**src/rtl/i2c_berr_pkg.sv**
```systemverilog
package i2c_berr_pkg;

    localparam int STATUS_W = 8;
    localparam logic [STATUS_W-1:0] STAT_BUS_ERR = 8'h00;
    localparam logic [STATUS_W-1:0] STAT_NONE    = 8'hF8;

    typedef enum logic [1:0] {
        TRK_IDLE  = 2'd0,
        TRK_HOLD  = 2'd1,
        TRK_FRAME = 2'd2
    } trk_state_e;

    typedef struct packed {
        logic                bus_err;
        logic                irq;
        logic                release_lines;
        logic [STATUS_W-1:0] status;
    } resp_t;

endpackage

```
**src/rtl/i2c_berr_lines.sv**
```systemverilog
module i2c_berr_lines #(
    parameter int SYNC_STAGES = 2
) (
    input  logic clk,
    input  logic rst_n,
    input  logic scl_in,
    input  logic sda_in,
    output logic start_ev,
    output logic stop_ev,
    output logic scl_fall
);
    typedef struct packed {
        logic [SYNC_STAGES-1:0] scl_sh;
        logic [SYNC_STAGES-1:0] sda_sh;
        logic                   scl_old;
        logic                   sda_old;
    } ln_t;

    ln_t ln_d, ln_q;
    logic scl_lvl, sda_lvl;

    assign scl_lvl = ln_q.scl_sh[SYNC_STAGES-1];
    assign sda_lvl = ln_q.sda_sh[SYNC_STAGES-1];

    always_comb begin
        ln_d = ln_q;
        ln_d.scl_sh[0] = scl_in;
        ln_d.sda_sh[0] = sda_in;
        for (int i = 1; i < SYNC_STAGES; i++) begin
            ln_d.scl_sh[i] = ln_q.scl_sh[i-1];
            ln_d.sda_sh[i] = ln_q.sda_sh[i-1];
        end
        ln_d.scl_old = scl_lvl;
        ln_d.sda_old = sda_lvl;
    end

    always_ff @(posedge clk or negedge rst_n) begin
        if (!rst_n) begin
            ln_q <= '1;
        end else begin
            ln_q <= ln_d;
        end
    end

    assign start_ev = scl_lvl & ln_q.scl_old & ln_q.sda_old & ~sda_lvl;
    assign stop_ev  = scl_lvl & ln_q.scl_old & ~ln_q.sda_old & sda_lvl;
    assign scl_fall = ln_q.scl_old & ~scl_lvl;
endmodule

```
**src/rtl/i2c_berr_track.sv**
```systemverilog
module i2c_berr_track
    import i2c_berr_pkg::*;
#(
    parameter int BITS_PER_BYTE = 8,
    localparam int LAST_POS = BITS_PER_BYTE,
    localparam int POS_W    = $clog2(LAST_POS + 1)
) (
    input  logic             clk,
    input  logic             rst_n,
    input  logic             start_ev,
    input  logic             stop_ev,
    input  logic             scl_fall,
    output logic             illegal_ev,
    output logic [POS_W-1:0] bit_pos
);
    typedef struct packed {
        trk_state_e       state;
        logic [POS_W-1:0] pos;
    } trk_t;

    trk_t trk_d, trk_q;

    always_comb begin
        trk_d = trk_q;
        if (start_ev) begin
            trk_d.state = TRK_HOLD;
            trk_d.pos   = '0;
        end else if (stop_ev) begin
            trk_d.state = TRK_IDLE;
            trk_d.pos   = '0;
        end else if (scl_fall) begin
            case (trk_q.state)
                TRK_HOLD: begin
                    trk_d.state = TRK_FRAME;
                    trk_d.pos   = '0;
                end
                TRK_FRAME: begin
                    if (trk_q.pos == POS_W'(LAST_POS)) begin
                        trk_d.pos = '0;
                    end else begin
                        trk_d.pos = trk_q.pos + 1'b1;
                    end
                end
                default: trk_d.pos = '0;
            endcase
        end
    end

    always_ff @(posedge clk or negedge rst_n) begin
        if (!rst_n) begin
            trk_q <= '{state: TRK_IDLE, pos: '0};
        end else begin
            trk_q <= trk_d;
        end
    end

    assign illegal_ev = (start_ev | stop_ev) & (trk_q.state == TRK_FRAME)
                        & (trk_q.pos != '0);
    assign bit_pos    = trk_q.pos;
endmodule

```
**src/rtl/i2c_berr_resp.sv**
```systemverilog
module i2c_berr_resp
    import i2c_berr_pkg::*;
(
    input  logic                clk,
    input  logic                rst_n,
    input  logic                illegal_ev,
    input  logic                involved,
    input  logic                irq_clr,
    output logic                bus_err,
    output logic                irq,
    output logic                release_lines,
    output logic [STATUS_W-1:0] status
);
    resp_t rs_d, rs_q;
    logic  err_now;

    assign err_now = illegal_ev & involved;

    always_comb begin
        rs_d = rs_q;
        rs_d.bus_err = err_now;
        if (err_now) begin
            rs_d.irq           = 1'b1;
            rs_d.release_lines = 1'b1;
            rs_d.status        = STAT_BUS_ERR;
        end else if (irq_clr) begin
            rs_d.irq           = 1'b0;
            rs_d.release_lines = 1'b0;
            rs_d.status        = STAT_NONE;
        end
    end

    always_ff @(posedge clk or negedge rst_n) begin
        if (!rst_n) begin
            rs_q <= '{bus_err: 1'b0, irq: 1'b0, release_lines: 1'b0, status: STAT_NONE};
        end else begin
            rs_q <= rs_d;
        end
    end

    assign bus_err       = rs_q.bus_err;
    assign irq           = rs_q.irq;
    assign release_lines = rs_q.release_lines;
    assign status        = rs_q.status;
endmodule

```
**src/rtl/i2c_berr_det.sv**
```systemverilog
module i2c_berr_det
    import i2c_berr_pkg::*;
#(
    parameter int SYNC_STAGES   = 2,
    parameter int BITS_PER_BYTE = 8,
    localparam int POS_W = $clog2(BITS_PER_BYTE + 1)
) (
    input  logic                clk,
    input  logic                rst_n,
    input  logic                scl_in,
    input  logic                sda_in,
    input  logic                is_master,
    input  logic                is_addressed,
    input  logic                irq_clr,
    output logic                bus_err,
    output logic [STATUS_W-1:0] status,
    output logic                irq,
    output logic                release_lines
);
    logic             start_ev, stop_ev, scl_fall;
    logic             illegal_ev;
    logic [POS_W-1:0] bit_pos;

    i2c_berr_lines #(.SYNC_STAGES(SYNC_STAGES)) u_lines (
        .clk      (clk),
        .rst_n    (rst_n),
        .scl_in   (scl_in),
        .sda_in   (sda_in),
        .start_ev (start_ev),
        .stop_ev  (stop_ev),
        .scl_fall (scl_fall)
    );

    i2c_berr_track #(.BITS_PER_BYTE(BITS_PER_BYTE)) u_track (
        .clk        (clk),
        .rst_n      (rst_n),
        .start_ev   (start_ev),
        .stop_ev    (stop_ev),
        .scl_fall   (scl_fall),
        .illegal_ev (illegal_ev),
        .bit_pos    (bit_pos)
    );

    i2c_berr_resp u_resp (
        .clk           (clk),
        .rst_n         (rst_n),
        .illegal_ev    (illegal_ev),
        .involved      (is_master | is_addressed),
        .irq_clr       (irq_clr),
        .bus_err       (bus_err),
        .irq           (irq),
        .release_lines (release_lines),
        .status        (status)
    );
endmodule

```
**config.mk**
```make
export PLATFORM = sky130hd
export DESIGN_NAME = i2c_berr_det
export DESIGN_NICKNAME = d
export VERILOG_FILES = /design/src/rtl/i2c_berr_pkg.sv /design/src/rtl/i2c_berr_lines.sv /design/src/rtl/i2c_berr_track.sv /design/src/rtl/i2c_berr_resp.sv /design/src/rtl/i2c_berr_det.sv
export SDC_FILE = /design/constraint.sdc
export NUM_CORES = 1
export LEC_CHECK = 0
export BUFFER_PORTS_ARGS = -buffer_cell sky130_fd_sc_hd__buf_2
export CELL_PAD_IN_SITES_DETAIL_PLACEMENT = 2
export CELL_PAD_IN_SITES_GLOBAL_PLACEMENT = 2
export CORE_MARGIN = 1
export CORE_UTILIZATION = 30
export DETAILED_ROUTE_END_ITERATION = 6
export GPL_TIMING_DRIVEN = 0
export PLACE_DENSITY_LB_ADDON = 0.12
export SLEW_MARGIN = 10
export SYNTH_ARGS = -nofsm -noshare
export SYNTH_HDL_FRONTEND = slang
export SYNTH_SLANG_ARGS = --single-unit
```
**constraint.sdc**
```tcl
create_clock -name clk -period 1.64 [get_ports clk]
set_input_delay 0.328 -clock clk [delete_from_list [all_inputs] [get_ports clk]]
set_output_delay 0.328 -clock clk [all_outputs]
set_load 0.01 [all_outputs]
```
==> results of run 1 <==
## worst reg2reg max path, cell delays in order, from the launching register on
cell and delay, ps:
sky130_fd_sc_hd__dfstp_2 570, sky130_fd_sc_hd__xor2_2 200, sky130_fd_sc_hd__nand3_2 140, sky130_fd_sc_hd__o32a_1 360
## per-layer routing
layer	vias up	wire (µm)
li1	243	-
met3	2	74
met1	255	664
met5	-	0
met4	0	16
met2	13	653
## cells in the mapped netlist (all sizes together), types with 2 or more instances
cell	number
buf	8
dfrtp	8
dfstp	7
ha	2
inv	7
nand3	4
nor2b	2
o21ai	4
## stage by stage
| step | utilization | setup WS [ps] | instance area (µm²) | std cells |
|---|---|---|---|---|
| after CTS | 0.3874 | 200.5 | 857.1 | 111 |
| after detailed placement | 0.3705 | 317.1 | 819.5 | 106 |
| after floorplan | - | 410.8 | 714.4 | 64 |
| after global routing | 0.3874 | 156.6 | 857.1 | 111 |
| final | 0.3874 | 224.0 | 857.1 | 111 |
| after global placement | 0.3705 | 315.0 | 819.5 | 106 |
## kinds of logic (layout without fill, tap and decap cells)
family,Yosys count,in the layout,share of synthesized area
DFF,15,15,0.5434
buffers and inverters,15,34,0.1221
and+or+nand+nor,14,14,0.1257
AOI/OAI and AO/OA,12,12,0.1186
adders and majority gates,2,2,0.03539
xor gates and xnor gates,2,2,0.03541
other,1,3,0.005305
muxes,1,1,0.01416
## final cells by class
class                           count  area share
Sequential cell                    15      0.4482
Multi-Input combinational cell     34      0.2847
Timing Repair Buffer               15     0.09343
Buffer                              8     0.07007
Tap cell                           28     0.04088
Inverter                            7     0.03066
Clock buffer                        3     0.02628
Clock inverter                      1    0.005839
## power by group through the flow
stage               logic [mW]  registers [mW]  clock network (mW)
floorplan               0.0967           0.445                   0
global placement         0.135           0.453                   0
detailed placement       0.139           0.454                   0
CTS                      0.143           0.448               0.227
global route             0.158           0.452               0.245
finish                   0.140           0.447               0.216
## worst min path at each step
| stage | startpoint | to | slack, ps | cells past startpoint |
|---|---|---|---|---|
| after CTS | scl_in | u_lines.ln_d[5]$_DFF_PN1_ | 120 | 1 |
| after global placement | rst_n | u_track.trk_q[4]$_DFFE_PN0P_ | 250 | 1 |
| final | scl_in | u_lines.ln_d[5]$_DFF_PN1_ | 130 | 1 |
| after global routing | sda_in | u_lines.ln_d[3]$_DFF_PN1_ | 120 | 1 |
| after floorplan | rst_n | u_resp.bus_err$_DFF_PN0_ | 30 | 0 |
| after detailed placement | rst_n | u_track.trk_q[4]$_DFFE_PN0P_ | 250 | 1 |
## flip-flops by register name (all words and copies together), names as in the netlist
| signal | count |
|---|---|
| u_lines.ln_d | 4 |
| u_lines.ln_q | 2 |
| u_resp.bus_err | 1 |
| u_resp.release_lines | 1 |
| u_resp.status | 1 |
| u_track.bit_pos | 4 |
| u_track.trk_q | 2 |
==> results.md, run 1 <==
Final layout
- **most common cell after layout, fill and taps aside** sky130_fd_sc_hd__buf_2
- **storage element area** 384.1 µm²
- **final-layout fill cell count** 269
- **top library cells by usage in the layout, fill and taps aside** 14 x sky130_fd_sc_hd__buf_2, 8 x sky130_fd_sc_hd__buf_4, 8 x sky130_fd_sc_hd__dfrtp_1, 7 x sky130_fd_sc_hd__inv_1, 7 x sky130_fd_sc_hd__dfstp_2
- **count of antenna diodes in the layout** 0
- **layout overhead on the synthesized area** 21.24%
- **proportion of layout cells with a drive suffix above 1** 0.4217
- **total area of multi-input combinational cells** 244.0 µm²
- **number of nets in the final layout** 93

GRT
- **All-Layer GR Usage** 0.1292
- **grt met2 use** 0.1956
- **total congestion overflow after global routing** 0
- **vias in the first global route** 481
- **initial antenna violation count** 0
- **largest net degree at the start of global routing** 16
- **Global Route met1 Usage** 0.1581
- **busiest metal layer after global routing** met2
- **wire length of the first global-routing pass** 2.277 mm
- **fraction of met3 tracks used by global routing** 0.03939

Clock network
- **TritonCTS clock tree** done
- **Max clock buf depth** 2
- **CTS hold repair buffers** 1
- **number of buffers added for setup after CTS** 0
- **Clk Latency, worst-skew pair** 280 ps
- **CTS-repair resized insts** 0
- **clock root buffer** sky130_fd_sc_hd__clkbuf_4
- **clock buffer count from CTS** 3
- **clock transition at the registers of the reported paths** 100 ps
- **number of sinks on the clock net** 15
- **CTS H-tree depth** 1

Routing
- **1st-pass router iterations** 2
- **total DRC errors in the routed layout** 0
- **via total after detailed routing** 513
- **total detailed-routing wirelength** 1.409 mm
- **drt wl/cell** 12.69 µm
- **Vias/cell** 4.622
- **DRT antenna net count** 0
- **DRC violation total after the first TritonRoute iteration** 2

Pwr
- **Seq pwr share** 0.557
- **Leakage** 0.3902 nW
- **Sw Ratio** 0.2932
- **total power of the final layout** 0.8029 mW
- **proportion of power drawn by the clock network** 0.269
- **cell-internal power** 0.5675 mW
- **Logic pwr share** 0.174
- **Power Density** 936.8 nW/µm²
- **maximum VDD drop** 0.4010 mV
- **switching power summed over all nets** 0.2354 mW

Synth
- **Post-Syn Instances** 62
- **sequential-to-total area share from yosys stat** 0.5434
- **flip-flop and latch count after synthesis** 15
- **syn avg cell area** 11.40 µm²
- **Yosys top cell by area** sky130_fd_sc_hd__dfrtp_1
- **top cells by area, synth** sky130_fd_sc_hd__dfrtp_1 28%, sky130_fd_sc_hd__dfstp_2 26%, sky130_fd_sc_hd__buf_4 8.5%, sky130_fd_sc_hd__inv_1 3.7%, sky130_fd_sc_hd__ha_1 3.5%
- **number of library cell types mapped by synthesis** 29
- **top_reg_cell synth** sky130_fd_sc_hd__dfrtp_1
- **area share of the leading cell type in the synthesized netlist** 0.2832
- **asr flop ratio synth** 1.000
- **warnings from Yosys** 0
- **number of synthesized flops with an enable pin** 0
- **cell area after synthesis** 706.9 µm²

Die
- **DIE AREA** 2555 µm²
- **starting utilization of the core area** 0.3196
- **Core Region** 2212 µm²
- **Top Ports** 18
- **die span in x** 50.55 µm
- **standard-cell rows** 17
- **Die H** 50.55 µm

STA
- **Post-Route Skew** 0.8620 ps
- **count of endpoints failing hold in the final timing report** 0
- **Hold Worst Slack** 132.0 ps
- **Period Utilization, post-route** 0.8634
- **shortest period the worst path allows** 1416 ps
- **Max Clk Rate** 0.7062 GHz
- **total negative slack for setup checks** 0 ps
- **setup repair after global routing missed its margin** false
- **setup violation total in the final timing report** 0
- **final max-slew violation count** 0

Placement
- **detailed placer's ending HPWL** 1.043 mm
- **routability cong.** 0.7010
- **Port Buffers** 14

Setup path
- **crit path capture** status[4]
- **Bufs and invs on worst path** 2
- **Worst EP required** 1310 ps
- **Crit. path cell count** 2
- **chain of cells forming the critical path** buf_4, buf_2
- **Worst R2R Setup Slack** 300 ps
- **type of element capturing the critical path** output port
- **logic depth of the worst register-to-register path** 3
- **classification of the worst setup path** reg -> out
- **worst setup path startpoint** u_resp.status[6]$_DFFE_PN1P_
- **startpoint of the most critical register-to-register path** u_lines.ln_q[0]$_DFF_PN1_
- **critical path startpoint category** register
- **endpoint of the most critical register-to-register path** u_resp.status[6]$_DFFE_PN1P_
- **crit path max-delay cell type** sky130_fd_sc_hd__dfstp_2
- **arrival time reported for the critical path endpoint** 1090 ps
- **maximum single-stage delay on the critical path** 580 ps
- **CP Max Fanout** 6
- **cell class contributing the biggest share of worst-path delay** flip-flops

Job
- **number of max-capacitance violations reported** 0

Status
- **status** finished clean

Min path
- **class of the tightest hold or removal check** in -> reg

Note: power is estimated with default switching activity, not from simulation.
==> run 2, diff against run 1 <==
CORE_ASPECT_RATIO = 0.8   (was unset)
==> run 2 against run 1 <==
  * Non-clock buffer count stayed put
  * Fmax grew 0.49%
  * Via count is 1.4% lower
  * Count of clock-buffer cells in the layout up 1
  * Clock skew up 8.1 ps
  * Sequential share of layout area grew 0.26 points
  * Hold slack gained 9.4 ps
  * Wire length barely moved
  * Register-to-register slack about the same
  * First-iteration DRC count rose to 3.0 times the previous value
  * Cell area decreased by 0.58%
==> results.md, run 2 (synthesis gave the netlist of run 1 again) <==
Die
- **die span in x** 56.27 µm, +11%
- **starting utilization of the core area** 0.3219, +0.002367
- **Top Ports** 18, unchanged
- **standard-cell rows** 15, -2
- **Core Region** 2196 µm², -0.74%
- **Die H** 45.42 µm, -10%
- **DIE AREA** 2556 µm², about the same

STA
- **total negative slack for setup checks** 0 ps, unchanged
- **setup violation total in the final timing report** 0, unchanged
- **Max Clk Rate** 0.7097 GHz, +0.49%
- **setup repair after global routing missed its margin** false
- **final max-slew violation count** 0, unchanged
- **shortest period the worst path allows** 1409 ps, -6.853 ps
- **Period Utilization, post-route** 0.8592, -0.004179
- **Post-Route Skew** 8.922 ps, +8.060 ps
- **setup slack after layout** 230.9 ps, +6.853 ps
- **count of endpoints failing hold in the final timing report** 0, unchanged

Min path
- **cell depth of the worst min-delay path** 1, unchanged
- **Hold Startpoint** sda_in
- **hold path endpoint** u_lines.ln_d[3]$_DFF_PN1_
- **class of the tightest hold or removal check** in -> reg

GRT
- **total congestion overflow after global routing** 0, unchanged
- **busiest metal layer after global routing** met2
- **Global Route met1 Usage** 0.1559, -0.002181
- **wire length of the first global-routing pass** 2.325 mm, +2.1%
- **fraction of met3 tracks used by global routing** 0.05114, +0.01174
- **vias in the first global route** 500, +4.0%
- **largest net degree at the start of global routing** 16, unchanged
- **initial antenna violation count** 0, unchanged
- **grt met2 use** 0.2095, +0.01397
- **All-Layer GR Usage** 0.1275, -0.001713

Job
- **number of max-capacitance violations reported** 0, unchanged

Pwr
- **cell-internal power** 0.5713 mW, +0.67%
- **Seq pwr share** 0.561, +0.004
- **switching power summed over all nets** 0.2281 mW, -3.1%
- **total power of the final layout** 0.7994 mW, -0.44%
- **maximum VDD drop** 0.5495 mV, +37%
- **Logic pwr share** 0.175, about the same
- **Leakage** 0.3874 nW, -0.70%
- **Sw Ratio** 0.2853, -0.007892
- **proportion of power drawn by the clock network** 0.264, -0.005
- **Power Density** 938.2 nW/µm², +0.15%

Setup path
- **Worst R2R Setup Slack** 310 ps, about the same
- **type of element capturing the critical path** output port
- **startpoint of the most critical register-to-register path** u_lines.ln_q[0]$_DFF_PN1_
- **classification of the worst setup path** reg -> out
- **crit path max-delay cell type** sky130_fd_sc_hd__dfstp_2
- **Worst EP required** 1310 ps, about the same
- **endpoint of the most critical register-to-register path** u_resp.status[6]$_DFFE_PN1P_
- **logic depth of the worst register-to-register path** 3, unchanged
- **Bufs and invs on worst path** 2, unchanged
- **critical path startpoint category** register
- **maximum single-stage delay on the critical path** 580 ps, about the same
- **CP Max Fanout** 6, unchanged
- **cell class contributing the biggest share of worst-path delay** flip-flops
- **chain of cells forming the critical path** buf_4, buf_2
- **arrival time reported for the critical path endpoint** 1080 ps, about the same

Final layout
- **count of antenna diodes in the layout** 0, unchanged
- **final non-filler cell area** 852.1 µm², -0.58%
- **final-layout fill cell count** 244, -9.3%
- **most common cell after layout, fill and taps aside** sky130_fd_sc_hd__buf_2
- **proportion of layout cells with a drive suffix above 1** 0.4096, -0.01205
- **top library cells by usage in the layout, fill and taps aside** 14 x sky130_fd_sc_hd__buf_2, 8 x sky130_fd_sc_hd__buf_4, 8 x sky130_fd_sc_hd__dfrtp_1, 7 x sky130_fd_sc_hd__inv_1, 7 x sky130_fd_sc_hd__dfstp_2
- **storage element area** 384.1 µm², unchanged
- **total area of multi-input combinational cells** 244.0 µm², unchanged
- **number of nets in the final layout** 93, unchanged
- **Post-Layout Cell Count** 108, -2.7%
- **layout overhead on the synthesized area** 20.53%

Routing
- **1st-pass router iterations** 2, unchanged
- **drt wl/cell** 13.06 µm, +2.9%
- **total DRC errors in the routed layout** 0, unchanged
- **via total after detailed routing** 506, -1.4%
- **total detailed-routing wirelength** 1.410 mm, about the same
- **DRT antenna net count** 0, unchanged
- **DRC violation total after the first TritonRoute iteration** 6, +4
- **Vias/cell** 4.685, +1.4%

Clock network
- **number of sinks on the clock net** 15, unchanged
- **Clk Latency, worst-skew pair** 280 ps, about the same
- **Max clock buf depth** 2, unchanged
- **clock transition at the registers of the reported paths** 90 ps, about the same
- **TritonCTS clock tree** done
- **clock buffer count from CTS** 3, unchanged
- **clock root buffer** sky130_fd_sc_hd__clkbuf_4
- **number of buffers added for setup after CTS** 0, unchanged
- **CTS H-tree depth** 1, unchanged

Status
- **status** finished clean

Placement
- **routability cong.** 0.7406, +5.6%
- **total instance count after detailed placement** 103, -2.8%
- **detailed placer's ending HPWL** 1.072 mm, +2.8%
- **instance area at placement** 815.8 µm², -0.46%
- **Port Buffers** 14, unchanged
- **Post-Place Setup Slack** 304.4 ps, -12.72 ps

## run 2: cell types whose count changed in the layout (fill, tap and decap cells not counted), sizes merged
cell	change
clkbuf	+1
clkinv	-1
## run 2: power by group through the flow
stage | Combinational, mW | Sequential, mW | Clock (mW)
final | 0.140 | 0.449 | 0.211
after global routing | 0.160 | 0.455 | 0.236
after CTS | 0.143 | 0.449 | 0.226
after detailed placement | 0.140 | 0.455 | 0
after global placement | 0.136 | 0.453 | 0
after floorplan | 0.0967 | 0.445 | 0
## run 2: per-stage QoR
stage                       util  hold slack [ps]
after CTS                 0.3880            125.1
after global routing      0.3880            120.5
final                     0.3880            141.4
after detailed placement  0.3715            260.4
after floorplan                -            32.41
after global placement    0.3715            252.7
## run 2: layout make-up
| cell class | count | share of cell area |
|---|---|---|
| clock buffer | 4 | 0.03084 |
| buffer | 8 | 0.07048 |
| sequential | 15 | 0.4508 |
| multi-input combinational | 34 | 0.2863 |
| timing repair buffer | 15 | 0.09398 |
| inverter | 7 | 0.03084 |
| tap | 25 | 0.03671 |
## run 2: routing by layer
| layer | vias to the layer above | share of wire |
|---|---|---|
| met3 | 2 | 0.050 |
| met4 | 0 | 0.0099 |
| met2 | 14 | 0.49 |
| met5 | - | 0 |
| met1 | 245 | 0.45 |
| li1 | 245 | - |
## run 2: worst max path at each step
stage,startpoint,cells past startpoint,end
2_1_floorplan,u_lines.ln_q[0]$_DFF_PN1_,3,u_resp.status[6]$_DFFE_PN1P_
3_3_place_gp,u_lines.ln_q[0]$_DFF_PN1_,3,u_resp.status[6]$_DFFE_PN1P_
3_5_place_dp,u_lines.ln_q[0]$_DFF_PN1_,3,u_resp.status[6]$_DFFE_PN1P_
4_1_cts,u_resp.status[6]$_DFFE_PN1P_,2,status[4]
5_1_grt,u_resp.status[6]$_DFFE_PN1P_,2,status[7]
6_report,u_resp.status[6]$_DFFE_PN1P_,2,status[7]
## run 2: repair_timing
| item | 4_1_cts | 5_1_grt |
|---|---|---|
| endpoints found under the hold margin | 8 | 0 |
| hold buffers | 1 | 0 |
| resized for setup | 0 | 0 |
==> run 3, diff against run 2 <==
GPL_TIMING_DRIVEN = unset   (was 0)
==> run 3 against run 2 <==
  * Sequential power about the same
  * Critical path depth up 1
  * Wire length down 4.5%
  * Via count down 2.8%
  * Sequential cell count unchanged
  * Combinational power down 9%
==> results.md, run 3 (synthesis gave the netlist of run 1 again) <==
Clock network
- **CTS hold repair buffers** 1, unchanged
- **Clk Latency, worst-skew pair** 280 ps, about the same
- **CTS H-tree depth** 1, unchanged
- **clock root buffer** sky130_fd_sc_hd__clkbuf_4
- **number of sinks on the clock net** 15, unchanged
- **clock transition at the registers of the reported paths** 90 ps, about the same
- **TritonCTS clock tree** done
- **CTS-repair resized insts** 0, unchanged
- **Max clock buf depth** 2, unchanged
- **clock buffer count from CTS** 3, unchanged
- **number of buffers added for setup after CTS** 0, unchanged

Die
- **Core Region** 2196 µm², unchanged
- **standard-cell rows** 15, unchanged
- **die span in x** 56.27 µm, unchanged
- **starting utilization of the core area** 0.3219, unchanged
- **DIE AREA** 2556 µm², unchanged
- **Die H** 45.42 µm, unchanged
- **Top Ports** 18, unchanged

Setup path
- **Worst EP required** 1850 ps, +540 ps
- **endpoint of the most critical register-to-register path** u_resp.status[6]$_DFFE_PN1P_
- **crit path capture** u_resp.status[6]$_DFFE_PN1P_
- **Crit. path cell count** 3, +1
- **Bufs and invs on worst path** 0, -2
- **Worst R2R Setup Slack** 310 ps, about the same
- **crit path max-delay cell type** sky130_fd_sc_hd__dfstp_2
- **chain of cells forming the critical path** xor2_2, nand3_2, o32a_1
- **type of element capturing the critical path** register
- **logic depth of the worst register-to-register path** 3, unchanged
- **classification of the worst setup path** reg -> reg
- **critical path startpoint category** register
- **startpoint of the most critical register-to-register path** u_lines.ln_d[0]$_DFF_PN1_
- **cell class contributing the biggest share of worst-path delay** flip-flops
- **arrival time reported for the critical path endpoint** 1540 ps, +460 ps
- **CP Max Fanout** 4, -2
- **maximum single-stage delay on the critical path** 580 ps, about the same
- **worst setup path startpoint** u_lines.ln_d[0]$_DFF_PN1_

Pwr
- **proportion of power drawn by the clock network** 0.265, about the same
- **maximum VDD drop** 0.4938 mV, -10%
- **Sw Ratio** 0.2870, +0.001645
- **Leakage** 0.3517 nW, -9.2%
- **switching power summed over all nets** 0.2245 mW, -1.6%
- **Logic pwr share** 0.162, -0.013
- **cell-internal power** 0.5577 mW, -2.4%
- **Power Density** 986.1 nW/µm², +5.1%
- **Seq pwr share** 0.573, +0.012

Job
- **number of max-capacitance violations reported** 0, unchanged

GRT
- **wire length of the first global-routing pass** 2.394 mm, +3.0%
- **largest net degree at the start of global routing** 16, unchanged
- **initial antenna violation count** 0, unchanged
- **vias in the first global route** 511, +2.2%
- **All-Layer GR Usage** 0.1298, +0.002304
- **total congestion overflow after global routing** 0, unchanged

Routing
- **via total after detailed routing** 492, -2.8%
- **drt wl/cell** 13.47 µm, +3.2%
- **total DRC errors in the routed layout** 0, unchanged
- **DRC violation total after the first TritonRoute iteration** 4, -2
- **DRT antenna net count** 0, unchanged
- **total detailed-routing wirelength** 1.347 mm, -4.5%
- **Vias/cell** 4.920, +5.0%
- **1st-pass router iterations** 2, unchanged

STA
- **shortest period the worst path allows** 1325 ps, -83.67 ps
- **Post-Route Skew** 1.770 ps, -7.152 ps
- **count of endpoints failing hold in the final timing report** 0, unchanged
- **total negative slack for setup checks** 0 ps, unchanged
- **Hold Worst Slack** 135.9 ps, -5.454 ps
- **final max-slew violation count** 0, unchanged
- **Max Clk Rate** 0.7545 GHz, +6.3%
- **Period Utilization, post-route** 0.8082, -0.05102
- **setup repair after global routing missed its margin** false
- **setup violation total in the final timing report** 0, unchanged

Placement
- **Port Buffers** 14, unchanged
- **detailed placer's ending HPWL** 1.019 mm, -5.0%
- **total instance count after detailed placement** 95, -7.8%
- **routability cong.** 0.7101, -4.1%

Final layout
- **number of nets in the final layout** 85, -8.6%
- **proportion of layout cells with a drive suffix above 1** 0.3600, -0.04964
- **count of antenna diodes in the layout** 0, unchanged
- **layout overhead on the synthesized area** 12.21%
- **most common cell after layout, fill and taps aside** sky130_fd_sc_hd__buf_2
- **Post-Layout Cell Count** 100, -7.4%
- **final-layout fill cell count** 238, -2.5%
- **top library cells by usage in the layout, fill and taps aside** 14 x sky130_fd_sc_hd__buf_2, 8 x sky130_fd_sc_hd__dfrtp_1, 7 x sky130_fd_sc_hd__inv_1, 7 x sky130_fd_sc_hd__dfstp_2, 4 x sky130_fd_sc_hd__o21ai_0

Min path
- **class of the tightest hold or removal check** in -> reg

Status
- **status** finished clean

==> run 3: cell count changes in the layout (fill, tap and decap cells not counted), sizes merged <==
cell / change
buf: -8
clkbuf: -1
clkinv: +1
==> run 3: power by group through the flow <==
stage,Clock [mW],Sequential [mW],Combinational [mW]
floorplan,0,0.445,0.0967
global placement,0,0.452,0.125
detailed placement,0,0.455,0.129
CTS,0.227,0.450,0.132
global route,0.239,0.456,0.150
finish,0.208,0.448,0.127
==> run 3: cell type report <==
class | count | area (µm²) | share of cell area
multi-input combinational | 34 | 244.0 | 0.3076
clock inverter | 1 | 5.005 | 0.006309
tap | 25 | 31.28 | 0.03943
inverter | 7 | 26.28 | 0.03312
clock buffer | 3 | 22.52 | 0.02839
timing repair buffer | 15 | 80.08 | 0.1009
sequential | 15 | 384.1 | 0.4842
==> run 3: worst min path at each step <==
| stage | cells after the start | end | start | slack [ps] |
|---|---|---|---|---|
| 2_1_floorplan | 0 | u_resp.bus_err$_DFF_PN0_ | rst_n | 30 |
| 3_3_place_gp | 1 | u_resp.release_lines$_DFFE_PN0P_ | rst_n | 260 |
| 3_5_place_dp | 1 | u_resp.release_lines$_DFFE_PN0P_ | rst_n | 250 |
| 4_1_cts | 1 | u_lines.ln_d[3]$_DFF_PN1_ | sda_in | 120 |
| 5_1_grt | 1 | u_lines.ln_d[5]$_DFF_PN1_ | scl_in | 110 |
| 6_report | 1 | u_lines.ln_d[3]$_DFF_PN1_ | sda_in | 140 |
==> run 3: per-stage QoR <==
stage / utilization / cell area (µm²) / setup WS, ps / power [mW]
finish: 0.3613 / 793.3 / 314.6 / 0.7822
CTS: 0.3613 / 793.3 / 280.6 / 0.8081
detailed placement: 0.3442 / 755.7 / 329.4 / 0.5840
floorplan: - / 714.4 / 410.8 / 0.5418
global route: 0.3613 / 793.3 / 203.6 / 0.8451
global placement: 0.3442 / 755.7 / 341.3 / 0.5774
==> run 3: routing by layer <==
metal | up-vias | share of wire | global-route usage
li1 | 228 | - | -
met1 | 248 | 0.43 | 0.1501
met2 | 14 | 0.51 | 0.2262
met3 | 2 | 0.053 | 0.05114
met4 | 0 | 0.010 | 0.04390
met5 | - | 0 | 0
==> run 3: worst reg2reg max path: stages (launching register included) <==
cell                      delay, ps
sky130_fd_sc_hd__dfstp_2        580
sky130_fd_sc_hd__xor2_2         190
sky130_fd_sc_hd__nand3_2        130
sky130_fd_sc_hd__o32a_1         360
